$ cat src/rtl/vderr_pkg.sv
// Package: shared constants for the deferred virtual error record.
// Assumes the architected half of the record is the low 32 bits.
package vderr_pkg;

    localparam int LOW_W    = 32;
    localparam int ISS_W    = 24;
    localparam int AET_W    = 2;

    // Bit positions decoded by software
    localparam int VALID_B  = 31;
    localparam int IDS_B    = 24;
    localparam int AET_LO   = 14;
    localparam int EXT_B    = 12;
    localparam int FSHI_B   = 10;
    localparam int FMT_B    = 9;

    // Fixed fault codes
    localparam logic [4:0] SHORT_CODE = 5'b10110;
    localparam logic [5:0] LONG_CODE  = 6'b010001;

    // Writable field masks per layout
    localparam logic [LOW_W-1:0] MASK_SYND  = 32'h81FF_FFFF;
    localparam logic [LOW_W-1:0] MASK_SHORT = 32'h8000_D60F;
    localparam logic [LOW_W-1:0] MASK_LONG  = 32'h8000_D23F;

    typedef enum logic {
        LAYOUT_SYND  = 1'b0,
        LAYOUT_FAULT = 1'b1
    } layout_e;

endpackage

$ cat src/rtl/vderr_capture.sv
// Module: vderr_capture
// Builds the record word written on a deferral, from the layout inputs and
// the pending-syndrome fields. Purely combinational. Assumes REG_W >= 32.
module vderr_capture
    import vderr_pkg::*;
#(
    parameter int REG_W = 64
) (
    input  logic             layout_i,
    input  logic             eae_i,
    input  logic             ids_i,
    input  logic [ISS_W-1:0] iss_i,
    input  logic [AET_W-1:0] aet_i,
    input  logic             ext_i,
    output logic [REG_W-1:0] word_o
);

    logic [LOW_W-1:0] low;

    // Assemble the low half field by field for the selected layout
    always_comb begin
        low = '0;
        low[VALID_B] = 1'b1;
        if (layout_e'(layout_i) == LAYOUT_SYND) begin
            low[IDS_B]       = ids_i;
            low[ISS_W-1:0]   = iss_i;
        end else begin
            low[AET_LO+AET_W-1:AET_LO] = aet_i;
            low[EXT_B]                 = ext_i;
            low[FMT_B]                 = eae_i;
            if (eae_i) begin
                low[5:0] = LONG_CODE;
            end else begin
                low[FSHI_B] = SHORT_CODE[4];
                low[3:0]    = SHORT_CODE[3:0];
            end
        end
    end

    // Upper half is reserved and always zero
    always_comb begin
        word_o = '0;
        word_o[LOW_W-1:0] = low;
    end

endmodule

$ cat src/rtl/vderr_wmask.sv
// Module: vderr_wmask
// Masks software write data down to the fields defined by the current
// layout. Bits above the low 32 are cleared. Assumes REG_W >= 32.
module vderr_wmask
    import vderr_pkg::*;
#(
    parameter int REG_W = 64
) (
    input  logic             layout_i,
    input  logic             eae_i,
    input  logic [REG_W-1:0] data_i,
    output logic [REG_W-1:0] data_o
);

    logic [LOW_W-1:0] mask;

    // Choose the field mask for the active layout
    always_comb begin
        if (layout_e'(layout_i) == LAYOUT_SYND) mask = MASK_SYND;
        else if (eae_i)                         mask = MASK_LONG;
        else                                    mask = MASK_SHORT;
    end

    // Apply the mask and clear the reserved upper half
    always_comb begin
        data_o = '0;
        data_o[LOW_W-1:0] = data_i[LOW_W-1:0] & mask;
    end

endmodule

$ cat src/rtl/vderr_store.sv
// Module: vderr_store
// Holds the record. A write beats a capture in the same cycle. The read
// port forwards a same-cycle capture so no synchronization is needed.
module vderr_store #(
    parameter int REG_W = 64
) (
    input  logic             clk,
    input  logic             rst_n,
    input  logic             cap_en_i,
    input  logic [REG_W-1:0] cap_word_i,
    input  logic             wr_en_i,
    input  logic [REG_W-1:0] wr_word_i,
    output logic [REG_W-1:0] q_o,
    output logic [REG_W-1:0] rd_o
);

    // Update the stored record: reset, then write, then capture
    always_ff @(posedge clk) begin
        if (!rst_n)        q_o <= '0;
        else if (wr_en_i)  q_o <= wr_word_i;
        else if (cap_en_i) q_o <= cap_word_i;
    end

    // Read path with capture forwarding
    always_comb begin
        rd_o = cap_en_i ? cap_word_i : q_o;
    end

endmodule

$ cat src/rtl/vderr_record.sv
// Module: vderr_record (top)
// Deferred virtual error record register. It captures a record on a
// deferral pulse and offers direct software read and write.
// Assumes defer_i is a single-cycle pulse per absorbed error and that
// REG_W >= 32.
module vderr_record
    import vderr_pkg::*;
#(
    parameter int REG_W = 64
) (
    input  logic             clk,
    input  logic             rst_n,
    input  logic             defer_i,
    input  logic             layout_i,
    input  logic             eae_i,
    input  logic             pend_ids_i,
    input  logic [ISS_W-1:0] pend_iss_i,
    input  logic [AET_W-1:0] pend_aet_i,
    input  logic             pend_ext_i,
    input  logic             wr_en_i,
    input  logic [REG_W-1:0] wr_data_i,
    output logic [REG_W-1:0] rd_data_o
);

    logic [REG_W-1:0] cap_word;
    logic [REG_W-1:0] wr_word;
    logic [REG_W-1:0] rec_q;

    vderr_capture #(.REG_W(REG_W)) i_capture (
        .layout_i (layout_i),
        .eae_i    (eae_i),
        .ids_i    (pend_ids_i),
        .iss_i    (pend_iss_i),
        .aet_i    (pend_aet_i),
        .ext_i    (pend_ext_i),
        .word_o   (cap_word)
    );

    vderr_wmask #(.REG_W(REG_W)) i_wmask (
        .layout_i (layout_i),
        .eae_i    (eae_i),
        .data_i   (wr_data_i),
        .data_o   (wr_word)
    );

    vderr_store #(.REG_W(REG_W)) i_store (
        .clk        (clk),
        .rst_n      (rst_n),
        .cap_en_i   (defer_i),
        .cap_word_i (cap_word),
        .wr_en_i    (wr_en_i),
        .wr_word_i  (wr_word),
        .q_o        (rec_q),
        .rd_o       (rd_data_o)
    );

endmodule

$ cat config.mk
export PLATFORM = sky130hd
export DESIGN_NAME = vderr_record
export DESIGN_NICKNAME = d
export VERILOG_FILES = /design/src/rtl/vderr_pkg.sv /design/src/rtl/vderr_capture.sv /design/src/rtl/vderr_wmask.sv /design/src/rtl/vderr_store.sv /design/src/rtl/vderr_record.sv
export SDC_FILE = /design/constraint.sdc
export NUM_CORES = 1
export LEC_CHECK = 0
export BUFFER_PORTS_ARGS = -buffer_cell sky130_fd_sc_hd__buf_4
export CAP_MARGIN = 20
export CORE_MARGIN = 5
export CORE_UTILIZATION = 39
export CTS_BUF_LIST = sky130_fd_sc_hd__clkbuf_4
export CTS_CLUSTER_SIZE = 20
export DETAILED_ROUTE_END_ITERATION = 10
export PLACE_DENSITY = 0.89
export REMOVE_ABC_BUFFERS = 1
export SETUP_SLACK_MARGIN = 0.5
export SLEW_MARGIN = 5
export SYNTH_ARGS = -nofsm -noshare
export SYNTH_HDL_FRONTEND = slang
export SYNTH_SLANG_ARGS = --single-unit
export TNS_END_PERCENT = 30
$ cat constraint.sdc
create_clock -name clk -period 0.95 [get_ports clk]
set_input_delay 0.0475 -clock clk [delete_from_list [all_inputs] [get_ports clk]]
set_output_delay 0.0475 -clock clk [all_outputs]
set_load 0.03 [all_outputs]
======== After elaboration in Yosys (flattened, before gate mapping) ========
Cells that the tools add are included.
W data, S select, Z words.
storage, ports and cells
  flip-flop bits (word level) ............. 64
  input port bits ......................... 98
  output and inout bits ................... 64
  word-level logic and storage cells ...... 20
operators by class
  multiplexer cells ....................... 15
  bitwise gates (word level) .............. 2
  reductions and logical operators ........ 1
operators by type and width
  operator          count
  $mux W32          2
  $mux W64          1
  $and A32 B32 Y32  1
  $mux W11          1
  $mux W9           1
  $mux W3           2
  $mux W6           1
  $mux W1           5
  $mux W2           2
  $reduce_or A2 Y1  1
  $not A1 Y1        1

======== Logic depth before layout (Yosys ltp) ========
Gate-level depths: netlist of run 1.
  word-level depth ........................ 4
  gate-level depth with buffers ........... 6
  gate-level depth less buffers ........... 3

======== Cells and area by module ========
Synthesis of run 1 repeated with hierarchy kept, for this count alone.
second synthesis, totals
  cell total of the unflattened synthesis .. 428
  area, all modules ....................... 4599.4 um2
by module, submodules not included
  module         times used  cells an instance  area each (um2)  sequential area each (um2)
  vderr_store    1           284                3518.4           1281.2
  vderr_capture  1           77                 568.0            0.0
  vderr_wmask    1           67                 513.0            0.0

======== Least setup slack after synthesis of run 1 ========
Ideal clock, no wire load.
  kind .................................... input to register
  start ................................... input port defer_i
  end ..................................... register i_store.q_o[24]
  setup time .............................. 61 ps
  data arrival time ....................... 1183 ps
  data required time ...................... 889 ps
  setup slack ............................. -294 ps
  cell stages on the path ................. 5
  path buffers ............................ 2
  cell sequence ........................... buf_4 buf_2 nand2_1 o2bb2ai_1 a22o_1
between the ends
  cells in the longest elaborated chain, start to end .. 2
ends and longest elaborated chain
  item                  RTL line            RTL
  start, declared       vderr_record.sv:13  input logic defer_i,
  $mux W64              -
  net rd_data_o[24]     vderr_record.sv:22  output logic [REG_W-1:0] rd_data_o
  $mux W32              -
  end signal, assigned  vderr_store.sv:20   else if (wr_en_i) q_o <= wr_word_i;
  end signal, assigned  vderr_store.sv:21   else if (cap_en_i) q_o <= cap_word_i;
  end, declared         vderr_store.sv:13   output logic [REG_W-1:0] q_o,
The timed path passes the listed nets, and every way through them passes these cells.
A chain may end at the register's enable or synchronous reset.

======== Final worst setup path of run 1 ========
  start ................................... input port defer_i
  end ..................................... output port rd_data_o[13]
between the ends
  cells in the longest elaborated chain, start to end .. 1
ends and longest elaborated chain
  item           RTL line            RTL
  $mux W64       vderr_store.sv:26   rd_o = cap_en_i ? cap_word_i : q_o;
  end, declared  vderr_record.sv:22
No other way between the ends.

==> results.json, run 1 <==
{
  "status": "finished with violations",
  "violations": "negative hold slack, negative setup slack",
  "grt_max_degree": 50,
  "numPortBuffers": 123,
  "largest_registers": "i_store.q_o (64)",
  "ant_nets": 0,
  "die_x_um": 90.64,
  "fillers": 529,
  "startpoint_type": "input port",
  "design_area_um2": 3930,
  "slew_viol_final": 0,
  "avgSynthCellArea_um2": 9.868,
  "layout.area.seq_um2": 1292,
  "cts_tree": "built",
  "wl_mm": 7.097,
  "cp-end-kind": "primary output",
  "wire_per_inst_um": 15.04,
  "synthMuxAreaShare_pct": 1.579,
  "final_cell_mix": "buf_4, dfxtp_1, nor2b_1, and2_1, a22o_1",
  "clock-sinks": 64,
  "synth_top_family_by_area": "simple AND/OR/NAND/NOR gates",
  "fin_crit_sh_pct": 123.0,
  "cts_buffers": 9,
  "r2r_slack_ns": -0.12,
  "setup_viol": 69,
  "finalNetCount": 488,
  "power.density_cell_area_nw_per_um2": 1394,
  "ys_types": 29,
  "cp.required_ns": 0.90,
  "rsz0062_at_grt": "true",
  "holdWs_ns": -0.1328,
  "maxCapViolCount": 0,
  "start_util_pct": 39.94,
  "synth-warning-count": 0,
  "maxSlewHeadroom_pct": 74.57,
  "p_leak_nw": 1.845,
  "multi_input_area_um2": 1219,
  "skew_ns": 0,
  "finish.utilization_pct": 61.89,
  "firstDrtPassIters": 4,
  "fp-row-count": 29,
  "io_pins": 162,
  "cts_buffer_depth": 2,
  "worstPathArrival_ns": 1.12,
  "power_mw": 5.477,
  "synth_xor_area_share_pct": 0,
  "hold_viol_final": 25,
  "regMostFlops": "i_store.q_o",
  "grt_antenna_before_repair": 0,
  "synth_compound_area_share_pct": 16.97,
  "grt.total_usage_pct": 17.53,
  "synth_area_leader_cell": "dfxtp_1",
  "vias_per_cell": 4.905,
  "yosysSeqAreaShare_pct": 50.52,
  "vias": 2315,
  "hold_class": "in -> reg",
  "fp.dieArea_um2": 8216,
  "fp.dieH_um": 90.64,
  "synth_area_leaders": "dfxtp_1, nor2b_1, a22o_1",
  "layout-drive-gt1-share_pct": 45.82,
  "post_dp_cell_area_um2": 3578,
  "drt_iter0_markers": 76,
  "final_cells": 472,
  "largest_reg_flops": 64,
  "htree_levels": 3,
  "synth_area_um2": 2536,
  "synthSimpleGateAreaFrac_pct": 26.69,
  "ys_seq_elements": 64,
  "path_clk_slew_ns": 0.10,
  "grt_pass1_vias": 2476,
  "post-dp-hpwl_mm": 5.235,
  "period_minus_slack_ns": 1.168,
  "antenna_cells": 0,
  "gp_congestion": 0.7835,
  "clockRootBuffer": "clkbuf_4",
  "grt_overflow": 0,
  "drc": 0,
  "setup_slack_ns": -0.2183,
  "clk_latency_ns": 0.38,
  "worst_pin_slew_ns": 0.3807,
  "fin_setup_tns_ns": -9.614,
  "dp.cells": 450,
  "area_delta_synth_final_pct": 54.96,
  "syn-instance-count": 257,
  "layout_commonest_cell": "buf_4",
  "synth_top_area_share_pct": 50.52,
  "vdd_drop_max_v": 0.0007843,
  "grt_first_pass_wirelength_mm": 11.69,
  "synth_fa_ha_area_share_pct": 0,
  "fmax_mhz": 855.9,
  "core_um2": 6350,
  "path_class": "in -> out",
  "critPathMaxFanout": 16
}
==> stage by stage <==
step,setup WS (ns),hold WS (ns)
after global routing,-0.2947,-0.1584
after detailed placement,-0.6285,0.2620
final,-0.2183,-0.1328
after floorplan,-0.3233,0.1732
after global placement,-0.4931,0.2585
after CTS,-0.2420,-0.1608
==> final timing paths <==
path / cells past startpoint / endpoint / from
max: 6 / rd_data_o[13] / defer_i
min: 2 / i_store.q_o[7] / wr_data_i[7]
max reg2reg: 5 / i_store.q_o[10] / i_store.q_o[10]
min reg2reg: 2 / i_store.q_o[0] / i_store.q_o[0]
==> cell usage after synthesis <==
cell / instances
and3_1: 5
a211oi_1: 3
or2_2: 1
nor2_1: 14
nand3_1: 6
a21boi_1: 1
nand2b_1: 8
dfxtp_1: 64
nand2_1: 3
o211a_1: 2
o31ai_1: 4
a31o_2: 3
a22o_1: 30
buf_2: 7
and2_1: 34
nor2b_1: 43
buf_4: 4
a21oi_1: 4
a21boi_0: 1
a311o_1: 1
clkbuf_1: 8
mux2i_1: 4
inv_2: 1
a211o_1: 1
nand2b_4: 1
inv_1: 1
a31oi_1: 1
o2bb2ai_1: 1
clkbuf_2: 1
==> logic make-up (layout without fill, tap and decap cells) <==
logic type             count (synthesis)  in the layout
and+or+nand+nor                      115            115
DFF                                   64             64
AOI/OAI and AO/OA                     52             52
buffers and inverters                 22            160
muxes                                  4              4
==> cell type report <==
type / instances / area share (%)
multi-input cells: 171 / 31.01
clock buffers: 10 / 1.910
clock inverters: 6 / 1.273
well taps: 77 / 2.451
flip-flops and latches: 64 / 32.89
repair buffers: 142 / 30.15
inverters: 2 / 0.3184
==> critical path: stages <==
cell	delay [ns]
buf_4	0.09
buf_4	0.15
buf_4	0.27
inv_6	0.11
a22o_1	0.29
buf_6	0.15
==> power by group <==
group / switching, mW / internal (mW) / leakage (nW)
registers: 0.0205 / 2.75 / 0.524
logic: 0.512 / 0.485 / 1.25
clock network: 0.914 / 0.796 / 0.0703
==> layer usage <==
| layer | vias to the layer above | wire, um | track usage (%) |
|---|---|---|---|
| met5 | - | 0 | 0 |
| met4 | 0 | 171 | 7.692 |
| met3 | 16 | 547 | 6.667 |
| met2 | 86 | 3524 | 30.33 |
| met1 | 1070 | 2854 | 18.86 |
| li1 | 1143 | - | - |
==> repair_timing <==
action,CTS,global route
buffers inserted,5,1
hold endpoints to repair,26,25
pin swaps,33,5
gates cloned,0,0
setup endpoints to repair,128,128
gates resized for setup,46,11
No activity file was read; power rests on OpenSTA's default activity.
==> run 2, diff against run 1 <==
--- a/config.mk
+++ b/config.mk
@@ -8,11 +8,11 @@
 export BUFFER_PORTS_ARGS = -buffer_cell sky130_fd_sc_hd__buf_4
 export CAP_MARGIN = 20
 export CORE_MARGIN = 5
-export CORE_UTILIZATION = 39
+export CORE_UTILIZATION = 40
 export CTS_BUF_LIST = sky130_fd_sc_hd__clkbuf_4
 export CTS_CLUSTER_SIZE = 20
 export DETAILED_ROUTE_END_ITERATION = 10
-export PLACE_DENSITY = 0.89
+export PLACE_DENSITY = 0.87
 export REMOVE_ABC_BUFFERS = 1
 export SETUP_SLACK_MARGIN = 0.5
 export SLEW_MARGIN = 5
==> constraint.sdc (replaced) <==
create_clock -name clk -period 1.4 [get_ports clk]
set_input_delay 0.07 -clock clk [delete_from_list [all_inputs] [get_ports clk]]
set_output_delay 0.07 -clock clk [all_outputs]
set_load 0.03 [all_outputs]
==> results.json, run 2 (same netlist as run 1, synthesis figures left out) <==
{
  "r2r-start": "i_store.q_o[5]",
  "holdWs_ns": 0.05277,
  "die_x_um": 89.63,
  "hold_start": "eae_i",
  "firstDrtPassIters": 4,
  "area_delta_synth_final_pct": 64.48,
  "ant_nets": 0,
  "numPortBuffers": 123,
  "fp.dieArea_um2": 8033,
  "r2r_slack_ns": 0.26,
  "clock-sinks": 64,
  "vias": 2533,
  "status": "finished clean",
  "worstPathArrival_ns": 1.12,
  "drt_iter0_markers": 72,
  "grt_antenna_before_repair": 0,
  "cts_buffer_depth": 2,
  "cp-end-kind": "primary output",
  "critPathMaxFanout": 2,
  "cts_tree": "built",
  "wire_per_inst_um": 16.31,
  "wl_mm": 8.121,
  "grt_overflow": 0,
  "gp_congestion": 0.7607,
  "post-dp-hpwl_mm": 4.942,
  "startpoint_type": "register",
  "largest_registers": "i_store.q_o (64)",
  "layout.area.seq_um2": 1287,
  "hold_viol_final": 0,
  "vdd_drop_max_v": 0.0005902,
  "rsz0062_at_grt": "true",
  "use_met3_pct": 7.482,
  "pwr-share-seq_pct": 51.7,
  "hold_depth": 4,
  "multi_input_area_um2": 1226,
  "io_pins": 162,
  "skew_ns": 0,
  "power.density_cell_area_nw_per_um2": 873.9,
  "htree_levels": 3,
  "power_mw": 3.646,
  "grt_util_met2_pct": 34.31,
  "core_um2": 6241,
  "path_class": "reg -> out",
  "maxCapViolCount": 0,
  "groute.layer.met1.usage_pct": 20.73,
  "clk_latency_ns": 0.38,
  "setup_viol": 0,
  "layout_commonest_cell": "buf_4",
  "layout-drive-gt1-share_pct": 43.71,
  "worst_pin_slew_ns": 0.9748,
  "hold_class": "in -> reg",
  "r2r_cells": 4,
  "cts_buffers": 9,
  "grt_busiest_layer": "met2",
  "slew_viol_final": 0,
  "clockRootBuffer": "clkbuf_4",
  "grt_max_degree": 36,
  "hold_end": "i_store.q_o[10]",
  "r2r_end": "i_store.q_o[5]",
  "switching_share_pct": 28.27,
  "start_util_pct": 40.64,
  "grt_first_pass_wirelength_mm": 12.12,
  "vias_per_cell": 5.086,
  "path_clk_slew_ns": 0.11,
  "maxSlewHeadroom_pct": 34.78,
  "fp.dieH_um": 89.63,
  "comb_power_share_pct": 21.2,
  "power.switching_mw": 1.031,
  "intPower_mw": 2.615,
  "grt_pass1_vias": 2583,
  "fmax_mhz": 842.6,
  "dp.cells": 445,
  "grt.total_usage_pct": 19.70,
  "regMostFlops": "i_store.q_o",
  "fin_crit_sh_pct": 84.78,
  "cp.required_ns": 1.33,
  "antenna_cells": 0,
  "p_leak_nw": 1.947,
  "largest_reg_flops": 64,
  "fillers": 480,
  "fp-row-count": 29,
  "drc": 0,
  "fin_setup_tns_ns": 0,
  "finalNetCount": 515,
  "final_cell_mix": "buf_4, dfxtp_1, nor2b_1",
  "period_minus_slack_ns": 1.187,
  "final_cells": 498,
  "p_clk_share_pct": 27.1
}
[run 2: changes by cell type in the layout (fill, tap and decap cells not counted), moves of 3 or more]
| cell | before | now |
|---|---|---|
| dlygate4sd3_1 | 0 | 27 |
| dfxtp_2 | 9 | 5 |
| a21oi_1 | 4 | 1 |
| nor2b_2 | 2 | 7 |
| dfxtp_1 | 55 | 59 |
| nor2_1 | 13 | 9 |
| buf_6 | 25 | 28 |
| nor2b_4 | 7 | 1 |
| a21oi_2 | 0 | 3 |
[run 2: power by group through the flow]
stage / registers (mW) / logic [mW] / clock network (mW)
after floorplan: 1.92 / 0.283 / 0
after global placement: 1.92 / 0.594 / 0
after detailed placement: 1.92 / 0.605 / 0
after CTS: 1.88 / 0.715 / 1.02
after global routing: 1.89 / 0.816 / 1.12
final: 1.89 / 0.773 / 0.987
[run 2: final cells by class]
class | count | area share, %
sequential | 64 | 30.86
clock inverter | 5 | 0.5999
tap | 77 | 2.310
timing repair buffer | 169 | 34.85
multi-input combinational | 171 | 29.39
clock buffer | 10 | 1.800
inverter | 2 | 0.1800
[run 2: metrics by stage]
stage,setup WS (ns),util [%],area [um^2]
after floorplan,0.1042,-,2436
after global placement,-0.1190,56.54,3528
after detailed placement,-0.1115,56.54,3528
after CTS,0.1576,64.55,4029
after global routing,0.1535,66.84,4172
final,0.2131,66.84,4172
[run 2: layer usage]
metal	up-vias	wire [um]
met4	0	269
li1	1199	-
met3	24	655
met2	115	4204
met1	1195	2991
met5	-	0
[run 2: critical path: stages (launching register included)]
cell and delay, ns:
dfxtp_2 0.36, nor2_4 0.04, a31oi_4 0.17, buf_6 0.16
[run 2: timing repair]
item | in CTS | in global routing
setup endpoints to repair | 80 | 81
endpoints found under the hold margin | 25 | 0
setup buffers | 7 | 4
pin swaps | 14 | 1
hold buffers | 27 | 0
resized for setup | 22 | 34
[run 2: worst max-delay path by stage]
stage | start | endpoint | slack, ns | cells after the start
3_5_place_dp | layout_i | rd_data_o[8] | -0.11 | 4
3_3_place_gp | layout_i | rd_data_o[6] | -0.12 | 4
2_1_floorplan | defer_i | i_store.q_o[11] | 0.10 | 3
5_1_grt | i_store.q_o[10] | rd_data_o[10] | 0.15 | 3
4_1_cts | i_store.q_o[10] | rd_data_o[10] | 0.16 | 3
6_report | i_store.q_o[10] | rd_data_o[10] | 0.21 | 3
